File: src/rtl/i2c_rb_pkg.sv
package i2c_rb_pkg;

    localparam logic [3:0] TYPE_CODE = 4'b1010;

    typedef enum logic [2:0] {
        ST_IDLE,
        ST_HDR,
        ST_HACK,
        ST_WBYTE,
        ST_WACK,
        ST_RBYTE,
        ST_RACK,
        ST_HOLD
    } bus_st_e;

endpackage

File: src/rtl/i2c_rb_deglitch.sv
module i2c_rb_deglitch #(
    parameter int LINES = 2,
    parameter int SYNC  = 2,
    parameter int HIST  = 3
) (
    input  logic             clk,
    input  logic             rst_n,
    input  logic [LINES-1:0] in_i,
    output logic [LINES-1:0] out_o
);

    generate
        for (genvar g = 0; g < LINES; g++) begin : g_line
            logic [SYNC-1:0] sync_d, sync_q;
            logic [HIST-1:0] hist_d, hist_q;
            logic            out_d, out_q;

            always_comb begin
                sync_d = {sync_q[SYNC-2:0], in_i[g]};
                hist_d = {hist_q[HIST-2:0], sync_q[SYNC-1]};
                out_d  = out_q;
                // level only moves when every recent sample agrees
                if (&hist_q)       out_d = 1'b1;
                else if (~|hist_q) out_d = 1'b0;
            end

            always_ff @(posedge clk or negedge rst_n) begin
                if (!rst_n) begin
                    sync_q <= '1;
                    hist_q <= '1;
                    out_q  <= 1'b1;
                end else begin
                    sync_q <= sync_d;
                    hist_q <= hist_d;
                    out_q  <= out_d;
                end
            end

            assign out_o[g] = out_q;
        end
    endgenerate

endmodule

File: src/rtl/i2c_rb_regfile.sv
module i2c_rb_regfile #(
    parameter int AW = 8,
    parameter int DW = 8
) (
    input  logic          clk,
    input  logic          rst_n,
    input  logic          wr_en,
    input  logic [AW-1:0] wr_addr,
    input  logic [DW-1:0] wr_data,
    input  logic [AW-1:0] rd_addr,
    output logic [DW-1:0] rd_data
);

    localparam int DEPTH = 1 << AW;

    logic [DW-1:0] mem_q [DEPTH];

    always_ff @(posedge clk or negedge rst_n) begin
        if (!rst_n) begin
            for (int i = 0; i < DEPTH; i++) mem_q[i] <= '0;
        end else if (wr_en) begin
            mem_q[wr_addr] <= wr_data;
        end
    end

    assign rd_data = mem_q[rd_addr];

    // a write strobe lands its byte at the addressed slot
    p_wr_lands_r6: assert property (@(posedge clk) disable iff (!rst_n)
        wr_en |=> mem_q[$past(wr_addr)] == $past(wr_data));

endmodule

File: src/rtl/i2c_rb_engine.sv
module i2c_rb_engine
    import i2c_rb_pkg::*;
#(
    parameter int AW = 8,
    parameter int DW = 8
) (
    input  logic          clk,
    input  logic          rst_n,
    input  logic          scl_f,
    input  logic          sda_f,
    input  logic [6:0]    dev_addr,
    input  logic [DW-1:0] rd_data,
    output logic [AW-1:0] rd_addr,
    output logic          wr_en,
    output logic [AW-1:0] wr_addr,
    output logic [DW-1:0] wr_data,
    output logic          sda_oe
);

    localparam int CW = $clog2(DW + 1);
    localparam logic [CW-1:0] LAST = CW'(DW);

    typedef struct packed {
        bus_st_e       st;
        logic [CW-1:0] cnt;
        logic [DW-1:0] sh;
        logic [AW-1:0] ptr;
        logic          rw;
        logic          ptr_pend;
        logic          mack;
        logic          oe;
        logic          scl_p;
        logic          sda_p;
    } eng_t;

    eng_t r_q, r_d;
    logic scl_rise, scl_fall, start_det, stop_det;

    always_comb begin
        scl_rise  = !r_q.scl_p && scl_f;
        scl_fall  = r_q.scl_p && !scl_f;
        start_det = r_q.scl_p && scl_f && r_q.sda_p && !sda_f;
        stop_det  = r_q.scl_p && scl_f && !r_q.sda_p && sda_f;
    end

    always_comb begin
        r_d       = r_q;
        r_d.scl_p = scl_f;
        r_d.sda_p = sda_f;
        wr_en     = 1'b0;
        wr_addr   = r_q.ptr;
        wr_data   = r_q.sh;

        if (start_det) begin
            r_d.st  = ST_HDR;
            r_d.cnt = '0;
            r_d.oe  = 1'b0;
        end else if (stop_det) begin
            r_d.st  = ST_IDLE;
            r_d.cnt = '0;
            r_d.oe  = 1'b0;
        end else begin
            unique case (r_q.st)
                ST_HDR: begin
                    if (scl_rise) begin
                        r_d.sh  = {r_q.sh[DW-2:0], sda_f};
                        r_d.cnt = r_q.cnt + 1'b1;
                    end else if (scl_fall && r_q.cnt == LAST) begin
                        if (r_q.sh[7:1] == dev_addr) begin
                            r_d.st = ST_HACK;
                            r_d.oe = 1'b1;
                            r_d.rw = r_q.sh[0];
                        end else begin
                            r_d.st = ST_HOLD;
                        end
                    end
                end
                ST_HACK: begin
                    if (scl_fall) begin
                        r_d.cnt = '0;
                        if (r_q.rw) begin
                            r_d.st = ST_RBYTE;
                            r_d.sh = rd_data;
                            r_d.oe = !rd_data[DW-1];
                        end else begin
                            r_d.st       = ST_WBYTE;
                            r_d.oe       = 1'b0;
                            r_d.ptr_pend = 1'b1;
                        end
                    end
                end
                ST_WBYTE: begin
                    if (scl_rise) begin
                        r_d.sh  = {r_q.sh[DW-2:0], sda_f};
                        r_d.cnt = r_q.cnt + 1'b1;
                    end else if (scl_fall && r_q.cnt == LAST) begin
                        r_d.st = ST_WACK;
                        r_d.oe = 1'b1;
                        if (r_q.ptr_pend) begin
                            r_d.ptr      = r_q.sh[AW-1:0];
                            r_d.ptr_pend = 1'b0;
                        end else begin
                            wr_en   = 1'b1;
                            r_d.ptr = r_q.ptr + 1'b1;
                        end
                    end
                end
                ST_WACK: begin
                    if (scl_fall) begin
                        r_d.st  = ST_WBYTE;
                        r_d.oe  = 1'b0;
                        r_d.cnt = '0;
                    end
                end
                ST_RBYTE: begin
                    if (scl_rise) begin
                        r_d.cnt = r_q.cnt + 1'b1;
                    end else if (scl_fall) begin
                        if (r_q.cnt == LAST) begin
                            r_d.st  = ST_RACK;
                            r_d.oe  = 1'b0;
                            r_d.ptr = r_q.ptr + 1'b1;
                        end else begin
                            r_d.sh = {r_q.sh[DW-2:0], 1'b0};
                            r_d.oe = !r_q.sh[DW-2];
                        end
                    end
                end
                ST_RACK: begin
                    if (scl_rise) begin
                        r_d.mack = !sda_f;
                    end else if (scl_fall) begin
                        if (r_q.mack) begin
                            r_d.st  = ST_RBYTE;
                            r_d.cnt = '0;
                            r_d.sh  = rd_data;
                            r_d.oe  = !rd_data[DW-1];
                        end else begin
                            r_d.st = ST_HOLD;
                        end
                    end
                end
                default: ;
            endcase
        end
    end

    always_ff @(posedge clk or negedge rst_n) begin
        if (!rst_n) begin
            r_q       <= '0;
            r_q.st    <= ST_IDLE;
            r_q.scl_p <= 1'b1;
            r_q.sda_p <= 1'b1;
        end else begin
            r_q <= r_d;
        end
    end

    assign rd_addr = r_q.ptr;
    assign sda_oe  = r_q.oe;

    // a stop leaves the line released and the engine idle
    p_stop_release_r2: assert property (@(posedge clk) disable iff (!rst_n)
        stop_det |=> (!sda_oe && r_q.st == ST_IDLE));

    // the header acknowledge phase is only reached on a full address match
    p_addr_match_r4: assert property (@(posedge clk) disable iff (!rst_n)
        (r_q.st == ST_HACK) |-> (r_q.sh[7:1] == {TYPE_CODE, dev_addr[2:0]}));

    // the pull-down only switches on during the low half of SCL
    p_oe_on_low_r10: assert property (@(posedge clk) disable iff (!rst_n)
        $rose(sda_oe) |-> !scl_f);

    // the bit counter never runs past one byte
    p_cnt_bound_r3: assert property (@(posedge clk) disable iff (!rst_n)
        r_q.cnt <= LAST);

    // after a refused byte, or a foreign header, nothing is driven
    p_hold_quiet_r8: assert property (@(posedge clk) disable iff (!rst_n)
        (r_q.st == ST_HOLD && $past(r_q.st) == ST_HOLD) |-> !sda_oe);

endmodule

File: src/rtl/i2c_regbank_slave.sv
module i2c_regbank_slave
    import i2c_rb_pkg::*;
#(
    parameter int AW = 8,
    parameter int DW = 8
) (
    input  logic       clk,
    input  logic       rst_n,
    input  logic       scl_i,
    input  logic       sda_i,
    input  logic [2:0] strap_i,
    output logic       sda_oe_o
);

    logic [1:0]    line_f;
    logic [AW-1:0] rd_addr, wr_addr;
    logic [DW-1:0] rd_data, wr_data;
    logic          wr_en;

    i2c_rb_deglitch #(.LINES(2), .SYNC(2), .HIST(3)) u_filt (
        .clk   (clk),
        .rst_n (rst_n),
        .in_i  ({scl_i, sda_i}),
        .out_o (line_f)
    );

    i2c_rb_engine #(.AW(AW), .DW(DW)) u_eng (
        .clk      (clk),
        .rst_n    (rst_n),
        .scl_f    (line_f[1]),
        .sda_f    (line_f[0]),
        .dev_addr ({TYPE_CODE, strap_i}),
        .rd_data  (rd_data),
        .rd_addr  (rd_addr),
        .wr_en    (wr_en),
        .wr_addr  (wr_addr),
        .wr_data  (wr_data),
        .sda_oe   (sda_oe_o)
    );

    i2c_rb_regfile #(.AW(AW), .DW(DW)) u_regs (
        .clk     (clk),
        .rst_n   (rst_n),
        .wr_en   (wr_en),
        .wr_addr (wr_addr),
        .wr_data (wr_data),
        .rd_addr (rd_addr),
        .rd_data (rd_data)
    );

endmodule

File: config.mk
export PLATFORM = sky130hd
export DESIGN_NAME = i2c_regbank_slave
export DESIGN_NICKNAME = d
export VERILOG_FILES = /design/src/rtl/i2c_rb_pkg.sv /design/src/rtl/i2c_rb_deglitch.sv /design/src/rtl/i2c_rb_regfile.sv /design/src/rtl/i2c_rb_engine.sv /design/src/rtl/i2c_regbank_slave.sv
export SDC_FILE = /design/constraint.sdc
export NUM_CORES = 2
export LEC_CHECK = 0
export BUFFER_PORTS_ARGS = -buffer_cell sky130_fd_sc_hd__buf_2
export CAP_MARGIN = 20
export CORE_UTILIZATION = 50
export CTS_CLUSTER_SIZE = 24
export DETAILED_ROUTE_END_ITERATION = 7
export PLACE_DENSITY = 0.64
export RECOVER_POWER = 100
export SYNTH_ARGS = -nofsm -noshare
export SYNTH_HDL_FRONTEND = slang
export SYNTH_SLANG_ARGS = --single-unit
File: constraint.sdc
create_clock -name clk -period 5.15 [get_ports clk]
set_input_delay 1.03 -clock clk [delete_from_list [all_inputs] [get_ports clk]]
set_output_delay 1.03 -clock clk [all_outputs]
set_load 0.02 [all_outputs]
# Yosys cells after proc, flatten, opt, wreduce, memory -nomap -nowiden
# Cells that the tools add are included.
# word_totals
output_inout_bits	1
wordCells	417
register_bits	2089
input_bits	7
# op_classes
eq_ne	37
n_mux	68
add_sub_neg	2
reduce_logical	32
n_bitwise	4
magnitude_cmp	2
# ops
operator	n
2048-bit bitwise mux	1
8-bit two-way mux	9
8-bit binary-select mux with 8-bit select	1
8-bit demux with 8-bit select	1
15-bit two-way mux	3
7-bit one-hot mux with 6 select lines	1
4-bit by 1-bit inequality test with 1-bit output (second input constant)	10
16-bit two-way mux	2
8-bit one-hot mux with 4 select lines	1
1-bit two-way mux	30
3-bit two-way mux	9
12-bit two-way mux	2
12-bit AND reduction	2
7-bit two-way mux	3
2-bit by 1-bit inequality test with 1-bit output (second input constant)	10
4-bit inequality test (second input constant)	4
8-bit one-hot mux with 2 select lines	1
7-bit AND reduction	2
13-bit AND reduction	1
2-bit inequality test (second input constant)	5
3-bit == test (second input constant)	3
9-bit >= comparator (second input constant)	1
1-bit logical AND	9
9-bit by 1-bit less-than comparator with 1-bit output (second input constant)	1
other kinds (22)	33

# Depth between registers and ports, before layout
# depth
depth_word	11
mapped_depth	14
mapped_depth_nobuf	9

# By module
# A second synthesis with hierarchy kept.
# hier_totals
hier_cells	6330
area_unflattened_um2	95859.4
# by_module_without_submodules
module	cells_per_inst	n_inst	area_per_inst_um2	seq_area_each_um2
i2c_rb_regfile	6068	1	93414.6	51249.2
i2c_rb_engine	238	1	2069.5	728.2
i2c_rb_deglitch	22	1	367.9	315.3
i2c_regbank_slave	2	1	7.5	0.0

# Worst setup path after synthesis
# OpenSTA, ideal clock, no wires.
# synth_timing
kind	register -> register
from	register u_eng.r_q (netlist bit u_eng.rd_addr[0])
to	register u_regs.mem_q[331] (netlist name)
setup_ps	128
path_stages_with_launch	13
required_time_ps	5022
arrival_ps	3403
slack_ps	1620
n_path_buf	6
period_less_slack_ps	3530
cell_sequence	dfrtp_1 -> buf_6 -> buf_6 -> buf_4 -> buf_2 -> inv_1 -> buf_2 -> clkbuf_1 -> ha_1 -> nand2_1 -> nor2_1 -> nand2_2 -> mux2_1
# synth_between
elab_chain_len	6
word_cells_on_any_way	7
classes_between	order compare (2); mux (3); bitwise (1); reduce/logical (1)
# synth_rtl
item	line	rtl
start, declared	i2c_rb_engine.sv:36	eng_t r_q, r_d;
start signal, assigned	i2c_rb_engine.sv:155	r_q <= r_d;
8-bit NOT with 9-bit output (implied by the code) (*)	i2c_rb_regfile.sv:22	mem_q[wr_addr] <= wr_data;
9-bit >= comparator (implied by the code) or 9-bit by 1-bit less-than comparator with 1-bit output (tied branches)	i2c_rb_regfile.sv:22	
1-bit logical AND (implied by the code)	i2c_rb_regfile.sv:22	
8-bit two-way mux (implied by the code)	i2c_rb_regfile.sv:22	
8-bit demux with 8-bit select (*)	i2c_rb_regfile.sv:22	
2048-bit bitwise mux (*)	i2c_rb_regfile.sv:22	
end signal, assigned by index	i2c_rb_regfile.sv:22	
end, declared	i2c_rb_regfile.sv:16	logic [DW-1:0] mem_q [DEPTH];
# Every way passes the cells marked *; elsewhere a longest branch is shown, timed or not.
# A chain may end at the register's enable or synchronous reset.

# Worst setup path after layout
# layout_timing
from	register u_eng.r_q (netlist bit u_eng.rd_addr[0])
to	register u_regs.mem_q[1678] (netlist name)
# Same word-level chain as after synthesis.

==> results.json <==
{
  "pwr_per_cell_area_nw_per_um2": 347,
  "worst_setup_path_startpoint": "u_eng.rd_addr[0]$_DFFE_PN0P_",
  "pin_count_of_the_biggest_net_entering_global_routing": 210,
  "timing.rr.end": "u_regs.mem_q[1678]$_DFFE_PN0P_",
  "crit_path_end_kind": "register",
  "globalRouteTotalUtil_pct": 27.7,
  "initial_core_util_pct": 50.5,
  "reg2regPathDepth": 8,
  "mappedNetlistNets": 6277,
  "relSlewSlack_pct": -207,
  "final-setup-viol-count": 0,
  "hp-class": "in -> reg",
  "postSynth.topFlopCell": "sky130_fd_sc_hd__dfrtp_1",
  "wire_per_inst_um": 29.7,
  "drt_pre_antenna_iters": 5,
  "timing.hold.worst.start": "sda_i",
  "timing.setup.tns_ps": 0,
  "route.antenna.remaining_nets": 0,
  "critPathKind": "reg -> reg",
  "clock_sink_count": 2089,
  "placedInstanceArea_um2": 99300,
  "routed_wirelength_um": 264000,
  "worst_r2r_startpoint": "u_eng.rd_addr[0]$_DFFE_PN0P_",
  "failed_checks": "capacitance limit, slew limit",
  "finalCritPeriodShare_pct": 94.4,
  "post_cts_buffers": 0,
  "status": "finished, violations left",
  "final_design_area_no_fill_um2": 106000,
  "holdPathEnd": "u_filt.g_line[0].sync_q[0]$_DFF_PN1_",
  "drt_iter0_drc": 4698,
  "gp_congestion": 0.872,
  "grt_antenna_before_repair": 10,
  "final_layout_size_suffix_gt1_share_pct": 47.3,
  "post_synth_inst_count": 6264,
  "ys_ff_latch": 2089,
  "syn_to_final_growth_pct": 9.58,
  "synthDistinctLibCells": 75,
  "route.detailed.drc": 0,
  "floorplan.die.width_um": 441,
  "fp.dieArea_um2": 194000,
  "finClkSkew_ps": 34.3,
  "r2r_slack_ps": 290,
  "grt_pass1_wl_um": 400000,
  "worst_path_arrival_ps": 5590,
  "synth_async_sr_flop_share_pct": 100,
  "synth.cell_area_um2": 96300,
  "cap_violations": 4,
  "cts_tree": "yes",
  "post_cts_resize_count": 0,
  "worstPathRequired_ps": 5880,
  "tritoncts.num_buffers": 215,
  "clock_latency_ps": 870,
  "routed-via-count": 56100,
  "post_synth_edffs": 0,
  "ff_latch_area_um2": 52300,
  "pin_count": 8,
  "yosys_warnings": 0,
  "irDropWorstVdd_mv": 0.500,
  "clock-root-buffer": "sky130_fd_sc_hd__clkbuf_16",
  "post_synth.cell_area_avg_um2": 15.4,
  "core_um2": 191000,
  "worst-slew-pin-transition_ps": 4610,
  "clock_tree.htree_level_count": 4,
  "fmaxAchievable_mhz": 206,
  "final.min_clock_period_ps": 4860,
  "placement_rows": 160,
  "fillerInstances": 15400,
  "final_nets": 6204,
  "portBuffers": 7,
  "timing.hold.worst_path_depth": 1,
  "post-dp-hpwl_um": 167000,
  "leakage_nw": 49.7,
  "most_frequent_cells_in_the_layout": "sky130_fd_sc_hd__dfrtp_1, sky130_fd_sc_hd__mux2_2, sky130_fd_sc_hd__mux4_2",
  "final_slew_violations": 189,
  "via_count_of_the_first_global_routing_pass": 58200,
  "critical_path_start_type": "register",
  "chipHeight_um": 441,
  "path_max_fanout": 28,
  "grt.overflow.total": 0,
  "drt-vias-per-instance": 6.31,
  "clk_pin_slew_worst_paths_ps": 60,
  "multi_input_area_um2": 41000,
  "rsz0062_at_grt": "no",
  "synth_seq_area_share_pct": 54.3,
  "maximum_clock_insertion_buffer_count": 3,
  "hold_buffers": 0,
  "timing_hold_violations_final": 0,
  "final_common_cell": "sky130_fd_sc_hd__dfrtp_1"
}
## cell families (layout without fill, tap and decap cells)
logic type	after synthesis	count (layout)	share of synthesized area (%)
AOI/OAI and AO/OA	378	378	2.85
xor gates and xnor gates	5	5	0.0455
adders and majority gates	6	6	0.0780
buffers and inverters	491	601	2.35
DFF	2089	2089	54.3
muxes	2680	2680	36.6
other	0	2	0
and+or+nand+nor	615	615	3.80
## critical path, cell delays in order (launching register included)
cell,delay [ps]
sky130_fd_sc_hd__dfrtp_4,780
sky130_fd_sc_hd__clkbuf_1,350
sky130_fd_sc_hd__inv_1,160
sky130_fd_sc_hd__buf_4,450
sky130_fd_sc_hd__ha_1,330
sky130_fd_sc_hd__and3_1,180
sky130_fd_sc_hd__clkbuf_1,1210
sky130_fd_sc_hd__nand2_1,740
sky130_fd_sc_hd__mux2_2,490
## area by class of cell
class | instances | area share, %
flip-flops and latches | 2089 | 49.6
multi-input cells | 3684 | 38.8
clock buffers | 332 | 6.09
well taps | 2511 | 2.98
repair buffers | 191 | 1.70
clock inverters | 68 | 0.749
inverters | 10 | 0.0356
diodes | 2 | 0.00474
## flip-flops by register name (all words and copies together) (netlist names)
signal	flops
u_eng.rd_addr	8
u_regs.mem_q	2048
u_eng.sda_oe	1
u_eng.wr_data	8
u_filt.g_line.hist_q	6
u_filt.g_line.sync_q	4
u_filt.g_line.out_q	2
u_eng.r_q	12
## power by group
part           leakage [nW]  switching, mW  internal (mW)
clock network          3.58           6.65           9.19
logic                  17.0           3.08          0.538
registers              29.1          0.646           16.5
total                  49.7           10.4           26.2
## cells in the mapped netlist (28+ instances only)
master / instances / area, um^2
sky130_fd_sc_hd__mux2i_1: 154 / 1540
sky130_fd_sc_hd__buf_2: 83 / 415
sky130_fd_sc_hd__nand2_1: 191 / 717
sky130_fd_sc_hd__a22o_1: 36 / 315
sky130_fd_sc_hd__nand2_2: 58 / 363
sky130_fd_sc_hd__nor2_1: 42 / 158
sky130_fd_sc_hd__mux2_2: 1995 / 22500
sky130_fd_sc_hd__o22ai_1: 28 / 175
sky130_fd_sc_hd__o21ai_0: 34 / 170
sky130_fd_sc_hd__nor2_4: 49 / 552
sky130_fd_sc_hd__buf_4: 44 / 330
sky130_fd_sc_hd__a22oi_1: 96 / 721
sky130_fd_sc_hd__a221oi_1: 38 / 333
sky130_fd_sc_hd__nor2_2: 53 / 332
sky130_fd_sc_hd__mux4_2: 466 / 10500
sky130_fd_sc_hd__a21oi_1: 49 / 245
sky130_fd_sc_hd__clkbuf_1: 309 / 1160
sky130_fd_sc_hd__nand3_1: 45 / 225
sky130_fd_sc_hd__mux2_1: 65 / 732
sky130_fd_sc_hd__dfrtp_1: 2075 / 51900
sky130_fd_sc_hd__nand4_1: 34 / 213
## through the flow
stage                     cells  setup WS [ps]  power (mW)  hold slack, ps  util [%]
after floorplan            6264           1620        19.1             345         -
after CTS                  8884            598        36.9             210      55.8
after detailed placement   8484            630        21.1             347      52.0
after global placement     8484            602        21.0             348      52.0
final                      8887            288        36.6             281      55.3
after global routing       8886            234        37.9             237      55.3
## worst max path at each step
stage                                                end  slack [ps]  depth (start not counted)
final                     u_regs.mem_q[1678]$_DFFE_PN0P_         290                          8
after detailed placement    u_eng.wr_data[4]$_DFFE_PN0P_         630                          8
after global routing      u_regs.mem_q[1465]$_DFFE_PN0P_         230                          6
after global placement      u_eng.wr_data[4]$_DFFE_PN0P_         600                          8
after CTS                   u_eng.wr_data[4]$_DFFE_PN0P_         600                          8
after floorplan            u_regs.mem_q[331]$_DFFE_PN0P_        1620                         12
## metal layers
metal  vias to the layer above  GRT usage [%]  share of wire (%)  routed length [um]
li1                      23300              -                  -                   -
met1                     30600           40.1                 44              117000
met2                      1653           42.4                 46              122000
met3                       467           4.95                5.9               15700
met4                         2           9.60                3.6                9480
met5                         -              0             0.0042                  11
(Power assumes the default switching activity.)
